`config.mk`:
```
export PLATFORM = sky130hd
export DESIGN_NAME = mem_req_tracker
export DESIGN_NICKNAME = d
export VERILOG_FILES = /design/src/rtl/mrt_pkg.sv /design/src/rtl/mrt_cam.sv /design/src/rtl/mrt_watchdog.sv /design/src/rtl/mem_req_tracker.sv
export SDC_FILE = /design/constraint.sdc
export NUM_CORES = 1
export LEC_CHECK = 0
export ABC_CLOCK_PERIOD_IN_PS = 6300
export BUFFER_PORTS_ARGS = -buffer_cell sky130_fd_sc_hd__buf_2
export CAP_MARGIN = 40
export CORE_MARGIN = 2
export CORE_UTILIZATION = 63
export DETAILED_ROUTE_END_ITERATION = 10
export PLACE_DENSITY = 0.82
export SETUP_SLACK_MARGIN = 0.02
export SLEW_MARGIN = 0
export SYNTH_ARGS = -nofsm -noshare
export SYNTH_HDL_FRONTEND = slang
export SYNTH_SLANG_ARGS = --single-unit
```
`constraint.sdc`:
```
create_clock -name clk -period 6.3 [get_ports clk]
set_input_delay 0.315 -clock clk [delete_from_list [all_inputs] [get_ports clk]]
set_output_delay 0.315 -clock clk [all_outputs]
set_load 0.02 [all_outputs]
```
`src/rtl/mrt_pkg.sv`:
```
package mrt_pkg;

    localparam int KIND_W = 4;

    localparam logic [KIND_W-1:0] K_LOAD    = 4'd0;
    localparam logic [KIND_W-1:0] K_IFETCH  = 4'd1;
    localparam logic [KIND_W-1:0] K_STORE   = 4'd2;
    localparam logic [KIND_W-1:0] K_RMW_RD  = 4'd4;
    localparam logic [KIND_W-1:0] K_RMW_WR  = 4'd5;
    localparam logic [KIND_W-1:0] K_LAST    = 4'd10;

    typedef enum logic [1:0] {
        ST_ISSUED  = 2'd0,
        ST_ALIASED = 2'd1,
        ST_FULL    = 2'd2,
        ST_ILLEGAL = 2'd3
    } req_status_e;

    function automatic logic kind_known(input logic [KIND_W-1:0] k);
        return k <= K_LAST;
    endfunction

    function automatic logic kind_is_write(input logic [KIND_W-1:0] k);
        return kind_known(k) && (k != K_LOAD) && (k != K_IFETCH);
    endfunction

    function automatic logic kind_read_like(input logic [KIND_W-1:0] k);
        return (k == K_LOAD) || (k == K_IFETCH) || (k == K_RMW_RD);
    endfunction

    function automatic logic kind_store_like(input logic [KIND_W-1:0] k);
        return (k == K_STORE) || (k == K_RMW_WR);
    endfunction

endpackage

```
`src/rtl/mrt_cam.sv`:
```
module mrt_cam #(
    parameter int DEPTH  = 4,
    parameter int LINE_W = 12,
    parameter int TS_W   = 16,
    parameter int THRESH = 64,
    localparam int IDX_W = (DEPTH > 1) ? $clog2(DEPTH) : 1,
    localparam int OCC_W = $clog2(DEPTH + 1)
) (
    input  logic                      clk,
    input  logic                      rst,
    input  logic [TS_W-1:0]           now,
    input  logic [LINE_W-1:0]         look_line,
    output logic                      look_hit,
    input  logic                      ret_en,
    input  logic [LINE_W-1:0]         ret_line,
    output logic                      ret_hit,
    output logic [TS_W-1:0]           ret_ts,
    output logic [mrt_pkg::KIND_W-1:0] ret_kind,
    input  logic                      ins_en,
    input  logic [LINE_W-1:0]         ins_line,
    input  logic [mrt_pkg::KIND_W-1:0] ins_kind,
    input  logic [TS_W-1:0]           ins_ts,
    output logic                      free_avail,
    output logic [OCC_W-1:0]          occ,
    output logic                      old_any,
    output logic [LINE_W-1:0]         old_line
);
    typedef struct packed {
        logic                       vld;
        logic [LINE_W-1:0]          line;
        logic [mrt_pkg::KIND_W-1:0] kind;
        logic [TS_W-1:0]            ts;
    } entry_t;

    entry_t           ent [DEPTH];
    logic [IDX_W-1:0] ret_idx;
    logic [IDX_W-1:0] free_idx;
    logic [TS_W-1:0]  age;

    always_comb begin
        look_hit   = 1'b0;
        ret_hit    = 1'b0;
        ret_idx    = '0;
        ret_ts     = '0;
        ret_kind   = '0;
        free_avail = 1'b0;
        free_idx   = '0;
        occ        = '0;
        old_any    = 1'b0;
        old_line   = '0;
        age        = '0;
        for (int i = DEPTH - 1; i >= 0; i--) begin
            age = now - ent[i].ts;
            if (ent[i].vld) begin
                occ = occ + OCC_W'(1);
                if (ent[i].line == look_line) look_hit = 1'b1;
                if (ent[i].line == ret_line) begin
                    ret_hit  = 1'b1;
                    ret_idx  = IDX_W'(i);
                    ret_ts   = ent[i].ts;
                    ret_kind = ent[i].kind;
                end
                if (age >= TS_W'(THRESH)) begin
                    old_any  = 1'b1;
                    old_line = ent[i].line;
                end
            end else begin
                free_avail = 1'b1;
                free_idx   = IDX_W'(i);
            end
        end
    end

    always_ff @(posedge clk) begin
        if (rst) begin
            for (int i = 0; i < DEPTH; i++) ent[i] <= '0;
        end else begin
            if (ret_en && ret_hit) ent[ret_idx].vld <= 1'b0;
            if (ins_en && free_avail)
                ent[free_idx] <= '{vld: 1'b1, line: ins_line, kind: ins_kind, ts: ins_ts};
        end
    end
endmodule

```
`src/rtl/mrt_watchdog.sv`:
```
module mrt_watchdog #(
    parameter int TS_W   = 16,
    parameter int THRESH = 64,
    parameter int LINE_W = 12
) (
    input  logic              clk,
    input  logic              rst,
    input  logic              arm,
    input  logic              busy_after,
    input  logic              rd_old,
    input  logic [LINE_W-1:0] rd_old_line,
    input  logic              wr_old,
    input  logic [LINE_W-1:0] wr_old_line,
    output logic              deadlock,
    output logic [LINE_W-1:0] dl_line
);
    logic            armed;
    logic [TS_W-1:0] timer;

    always_ff @(posedge clk) begin
        if (rst) begin
            armed    <= 1'b0;
            timer    <= '0;
            deadlock <= 1'b0;
            dl_line  <= '0;
        end else if (armed) begin
            if (timer == TS_W'(THRESH - 1)) begin
                if (!deadlock && (rd_old || wr_old)) begin
                    deadlock <= 1'b1;
                    dl_line  <= rd_old ? rd_old_line : wr_old_line;
                end
                timer <= '0;
                armed <= busy_after;
            end else begin
                timer <= timer + TS_W'(1);
            end
        end else if (arm) begin
            armed <= 1'b1;
            timer <= '0;
        end
    end
endmodule

```
`src/rtl/mem_req_tracker.sv`:
```
module mem_req_tracker
    import mrt_pkg::*;
#(
    parameter int ADDR_W     = 16,
    parameter int LINE_BYTES = 16,
    parameter int RD_DEPTH   = 4,
    parameter int WR_DEPTH   = 4,
    parameter int MAX_OUT    = 6,
    parameter int TS_W       = 16,
    parameter int DL_THRESH  = 64,
    parameter int STALL_W    = 16,
    localparam int OFF_W     = $clog2(LINE_BYTES),
    localparam int LINE_W    = ADDR_W - OFF_W,
    localparam int SIZE_W    = OFF_W + 1,
    localparam int OUT_W     = $clog2(RD_DEPTH + WR_DEPTH + 1),
    localparam int RD_OCC_W  = $clog2(RD_DEPTH + 1),
    localparam int WR_OCC_W  = $clog2(WR_DEPTH + 1)
) (
    input  logic               clk,
    input  logic               rst,
    input  logic               req_valid,
    input  logic [KIND_W-1:0]  req_kind,
    input  logic [ADDR_W-1:0]  req_addr,
    input  logic [SIZE_W-1:0]  req_size,
    output logic [1:0]         req_status,
    input  logic               cpl_valid,
    input  logic               cpl_write,
    input  logic [LINE_W-1:0]  cpl_line,
    output logic               miss_valid,
    output logic [TS_W-1:0]    miss_latency,
    output logic [KIND_W-1:0]  miss_kind,
    output logic [OUT_W-1:0]   out_cnt,
    output logic [STALL_W-1:0] wstall_rd,
    output logic [STALL_W-1:0] wstall_wr,
    output logic [STALL_W-1:0] rstall_wr,
    output logic [STALL_W-1:0] rstall_rd,
    output logic               proto_err,
    output logic               deadlock,
    output logic [LINE_W-1:0]  dl_line
);
    logic [TS_W-1:0]   cyc_q;
    logic [LINE_W-1:0] req_line;
    logic [OFF_W+1:0]  span;
    logic              illegal, is_wr, accept, retire, ret_hit_sel;
    req_status_e       status;
    logic [OUT_W-1:0]  out_q, out_nxt;

    logic                rd_hit, wr_hit, rd_ret_hit, wr_ret_hit, rd_free, wr_free;
    logic [TS_W-1:0]     rd_ret_ts, wr_ret_ts, ret_ts_sel;
    logic [KIND_W-1:0]   rd_ret_kind, wr_ret_kind;
    logic [RD_OCC_W-1:0] rd_occ;
    logic [WR_OCC_W-1:0] wr_occ;
    logic                rd_old, wr_old;
    logic [LINE_W-1:0]   rd_old_line, wr_old_line;

    assign req_line = req_addr[ADDR_W-1:OFF_W];
    assign span     = (OFF_W+2)'(req_addr[OFF_W-1:0]) + (OFF_W+2)'(req_size);
    assign illegal  = !kind_known(req_kind) || (span > (OFF_W+2)'(LINE_BYTES));
    assign is_wr    = kind_is_write(req_kind);

    always_comb begin
        if (illegal)                               status = ST_ILLEGAL;
        else if (wr_hit || rd_hit)                 status = ST_ALIASED;
        else if (int'(out_q) >= MAX_OUT)           status = ST_FULL;
        else if (is_wr ? !wr_free : !rd_free)      status = ST_FULL;
        else                                       status = ST_ISSUED;
    end

    assign req_status  = status;
    assign accept      = req_valid && (status == ST_ISSUED);
    assign ret_hit_sel = cpl_write ? wr_ret_hit : rd_ret_hit;
    assign retire      = cpl_valid && ret_hit_sel;
    assign ret_ts_sel  = cpl_write ? wr_ret_ts : rd_ret_ts;
    assign out_nxt     = out_q + OUT_W'(accept) - OUT_W'(retire);
    assign out_cnt     = out_q;

    mrt_cam #(.DEPTH(RD_DEPTH), .LINE_W(LINE_W), .TS_W(TS_W), .THRESH(DL_THRESH)) i_rd_cam (
        .clk(clk), .rst(rst), .now(cyc_q),
        .look_line(req_line), .look_hit(rd_hit),
        .ret_en(cpl_valid && !cpl_write), .ret_line(cpl_line),
        .ret_hit(rd_ret_hit), .ret_ts(rd_ret_ts), .ret_kind(rd_ret_kind),
        .ins_en(accept && !is_wr), .ins_line(req_line), .ins_kind(req_kind), .ins_ts(cyc_q),
        .free_avail(rd_free), .occ(rd_occ), .old_any(rd_old), .old_line(rd_old_line)
    );

    mrt_cam #(.DEPTH(WR_DEPTH), .LINE_W(LINE_W), .TS_W(TS_W), .THRESH(DL_THRESH)) i_wr_cam (
        .clk(clk), .rst(rst), .now(cyc_q),
        .look_line(req_line), .look_hit(wr_hit),
        .ret_en(cpl_valid && cpl_write), .ret_line(cpl_line),
        .ret_hit(wr_ret_hit), .ret_ts(wr_ret_ts), .ret_kind(wr_ret_kind),
        .ins_en(accept && is_wr), .ins_line(req_line), .ins_kind(req_kind), .ins_ts(cyc_q),
        .free_avail(wr_free), .occ(wr_occ), .old_any(wr_old), .old_line(wr_old_line)
    );

    mrt_watchdog #(.TS_W(TS_W), .THRESH(DL_THRESH), .LINE_W(LINE_W)) i_wdog (
        .clk(clk), .rst(rst), .arm(accept), .busy_after(out_nxt != '0),
        .rd_old(rd_old), .rd_old_line(rd_old_line),
        .wr_old(wr_old), .wr_old_line(wr_old_line),
        .deadlock(deadlock), .dl_line(dl_line)
    );

    always_ff @(posedge clk) begin
        if (rst) begin
            cyc_q        <= '0;
            out_q        <= '0;
            miss_valid   <= 1'b0;
            miss_latency <= '0;
            miss_kind    <= '0;
            proto_err    <= 1'b0;
            wstall_rd    <= '0;
            wstall_wr    <= '0;
            rstall_wr    <= '0;
            rstall_rd    <= '0;
        end else begin
            cyc_q        <= cyc_q + TS_W'(1);
            out_q        <= out_nxt;
            miss_valid   <= retire && ((cyc_q - ret_ts_sel) != '0);
            miss_latency <= cyc_q - ret_ts_sel;
            miss_kind    <= cpl_write ? wr_ret_kind : rd_ret_kind;
            if (cpl_valid && !ret_hit_sel) proto_err <= 1'b1;
            if (req_valid && !illegal) begin
                if (wr_hit) begin
                    if (kind_read_like(req_kind)) wstall_rd <= wstall_rd + STALL_W'(1);
                    else                          wstall_wr <= wstall_wr + STALL_W'(1);
                end else if (rd_hit) begin
                    if (kind_store_like(req_kind)) rstall_wr <= rstall_wr + STALL_W'(1);
                    else                           rstall_rd <= rstall_rd + STALL_W'(1);
                end
            end
        end
    end
endmodule

```
==> results.txt <==
Status: completed
Area share of the largest cell type after synthesis: 27.8%
Via Count: 24100
Post-synthesis mux area share: 2.30%
Distinct cells, synth: 94
PD cells: 207 nW/um^2
Synth Area in XOR/XNOR: 9.13%
Max IR drop VDD: 0.000284 V
Yosys top cell by area: edfxtp_1
Placed inst area: 29000 sq um
Ranking of synthesized cells by area: edfxtp_1 28%, dfxtp_1 10%, ha_1 6.8%
Drt total wl: 85600 um
RSZ-0062 raised after global routing: no
Die height: 213 um
Critical path startpoint category: register
Wire per inst: 22.7 um
Crit path capture type: register
Slew HR: 35.6%
CTS root buffer: clkbuf_16
Worst-path maximum fanout: 15
Adder-cell area share of the yosys netlist: 7.63%
Tmin final: 5.29 ns
Die ar.: 45500 sq um
Endpoints failing setup: 0
Post-layout instance area: 30400 sq um
Dpl ws: 1.02 ns
Resized cells post-CTS: 0
Gate Count Post-Synth: 3053
Post-synthesis simple-gate area fraction: 20.9%
Combinational share of power: 12.4%
Antenna violations before repair: 1
WS Path Type: register to register
Slew Viols, Final: 0
Commonest cells after routing, fill and taps aside: 256 x edfxtp_1, 241 x nand2_1, 240 x and2_1
Post-synth EDFFs: 256
DR pass1 iterations: 7
HPWL Detailed: 61300 um
Cell Area, Synth: 27600 sq um
Clk buf depth: 3
Mean Syn Cell Area: 9.05 sq um
Clock Sink Count: 400
I/O pin total: 147
Arr. time, crit path: 5.77 ns
Most common cell after layout, fill and taps aside: edfxtp_1
Antenna Violating Nets Remaining: 0
CP required: 6.78 ns
Main combinational cell family by area after synthesis: simple AND/OR/NAND/NOR gates
Worst setup margin: 1.01 ns
IO buf count: 146
Main flop type after synthesis: edfxtp_1
Post-CTS setup buffer count: 0
Clock skew: 0.0257 ns
RD Place Congestion: 0.969
Setup tns final: 0 ns
Drc violations: 0
Clk_lat worst skew: 0.59 ns
Sequential-to-total area share from yosys stat: 38.3%
Area grow syn2layout: 10.0%
Leakage: 12.1 nW
Post-synthesis compound-gate area fraction: 16.2%
Ys async rst share: 0%
Cell row count: 76
Max Cap Viol: 0
Clock share of power: 40.6%
Hold_buf cts: 0
Core area: 43200 sq um
Largest net degree at the start of global routing: 80
Least-Margin Pin Slew: 0.956 ns
Initial Util: 64.0%
Total gr overflow: 0
Vias in the first global route: 23100
Register bit total from synthesis: 400
Initial DRC Count: 2825
Clk pin slew, worst setup/hold paths: 0.06 ns
Global-route wire length before repair: 130000 um
H-tree Lvls: 2
Highest clock rate: 0.189 GHz
Switching share of power: 26.8%
TritonCTS buffer count: 43
Hold crit path type: input pin to register
Switching power: 0.00169 W
Pint: 0.00461 W
Synth Warn #: 0
Final Hold Viols: 0
CTS tree: yes
Via density: 6.41
Fraction of layout cells with a size suffix above 1: 11.4%
Fin nets: 3347
Total GRT Usage: 37.2%
Tcrit/Tclk final: 83.9%
Flop pwr share: 47.0%
Chip Width: 213 um
power groups by stage:
stage	Combinational (W)	Clock [W]	Sequential (W)
global placement	0.000733	0	0.00301
CTS	0.000763	0.00256	0.00296
global route	0.000842	0.00266	0.00297
detailed placement	0.000756	0	0.00302
floorplan	0.000521	0	0.00301
finish	0.000780	0.00256	0.00296
cell type report:
cell class / count / area [sq um]
Fill cell: 3374 / 12800
Timing Repair Buffer: 207 / 1210
Multi-Input combinational cell: 2274 / 15700
Sequential cell: 400 / 10600
Inverter: 218 / 818
Tap cell: 585 / 732
Clock buffer: 56 / 1250
Antenna cell: 2 / 5.00
Clock inverter: 23 / 164
worst paths after layout:
kind / from / endpoint / slack, ns / cells past startpoint
min reg2reg: i_wdog.dl_line[5] / i_wdog.dl_line[5] / 0.47 / 2
max: cyc_q[0] / i_wdog.dl_line[2] / 1.01 / 14
min: req_kind[3] / i_wr_cam.ent[0][19] / 0.13 / 2
max reg2reg: cyc_q[0] / i_wdog.dl_line[2] / 1.01 / 14
per-layer routing:
layer	share of wire (%)	GRT usage [%]	wire length [um]	up-vias
li1	-	-	-	11000
met1	39	48.4	33500	11500
met2	47	60.8	39800	1326
met3	9.1	5.13	7790	279
met4	5.3	19.2	4520	0
met5	0	0	0	-
cell usage after synthesis, drive strengths merged, types with 42 or more instances:
cell / number
edfxtp: 256
o211ai: 42
nand2: 241
nor2: 206
xor2: 74
clkbuf: 133
a21oi: 127
mux2i: 49
o21ai: 163
ha: 150
and2: 240
xnor2: 214
nand3: 78
nor3: 51
dfxtp: 144
inv: 217
nand4: 66
sequential cells by signal (all words and copies together), names as in the netlist:
register,flops
rstall_rd,16
miss_latency,16
out_cnt,4
i_wr_cam.ent,132
rstall_wr,16
i_wdog.timer,16
i_wdog.armed,1
wstall_rd,16
proto_err,1
i_rd_cam.ent,132
cyc_q,16
miss_kind,4
miss_valid,1
wstall_wr,16
i_wdog.dl_line,12
i_wdog.deadlock,1
cell families (layout without fill, tap and decap cells):
group / count (synthesis) / after routing
buffers and inverters: 390 / 504
AND/OR/NAND/NOR: 1110 / 1110
multiplexers: 62 / 62
other: 1 / 14
flip-flops: 400 / 400
XOR/XNOR: 288 / 288
AO/OA/AOI/OAI: 640 / 640
adder cells (fa/ha/maj): 162 / 162
metrics by stage:
stage | total power (W) | hold WS [ns] | std cells | utilization, %
after global routing | 0.00647 | 0.129 | 3764 | 70.4
after floorplan | 0.00353 | 0.448 | 3064 | -
after CTS | 0.00628 | 0.0973 | 3763 | 70.4
after global placement | 0.00375 | 0.458 | 3679 | 67.0
after detailed placement | 0.00377 | 0.457 | 3684 | 67.1
final | 0.00630 | 0.125 | 3765 | 70.4
worst max-delay path: stages, from the launching register on:
cell and delay, ns:
dfxtp_1 0.35, inv_1 0.46, ha_1 0.28, fa_1 0.19, nor2b_1 0.05, o2111a_1 0.28
or4_1 0.60, a31o_1 0.28, a2111oi_0 0.42, nand4_1 0.32, a21boi_2 0.67, and3b_1 0.61
buf_4 0.28, a221oi_1 0.12, a221oi_2 0.28
Note: power is estimated with default switching activity, not from simulation.
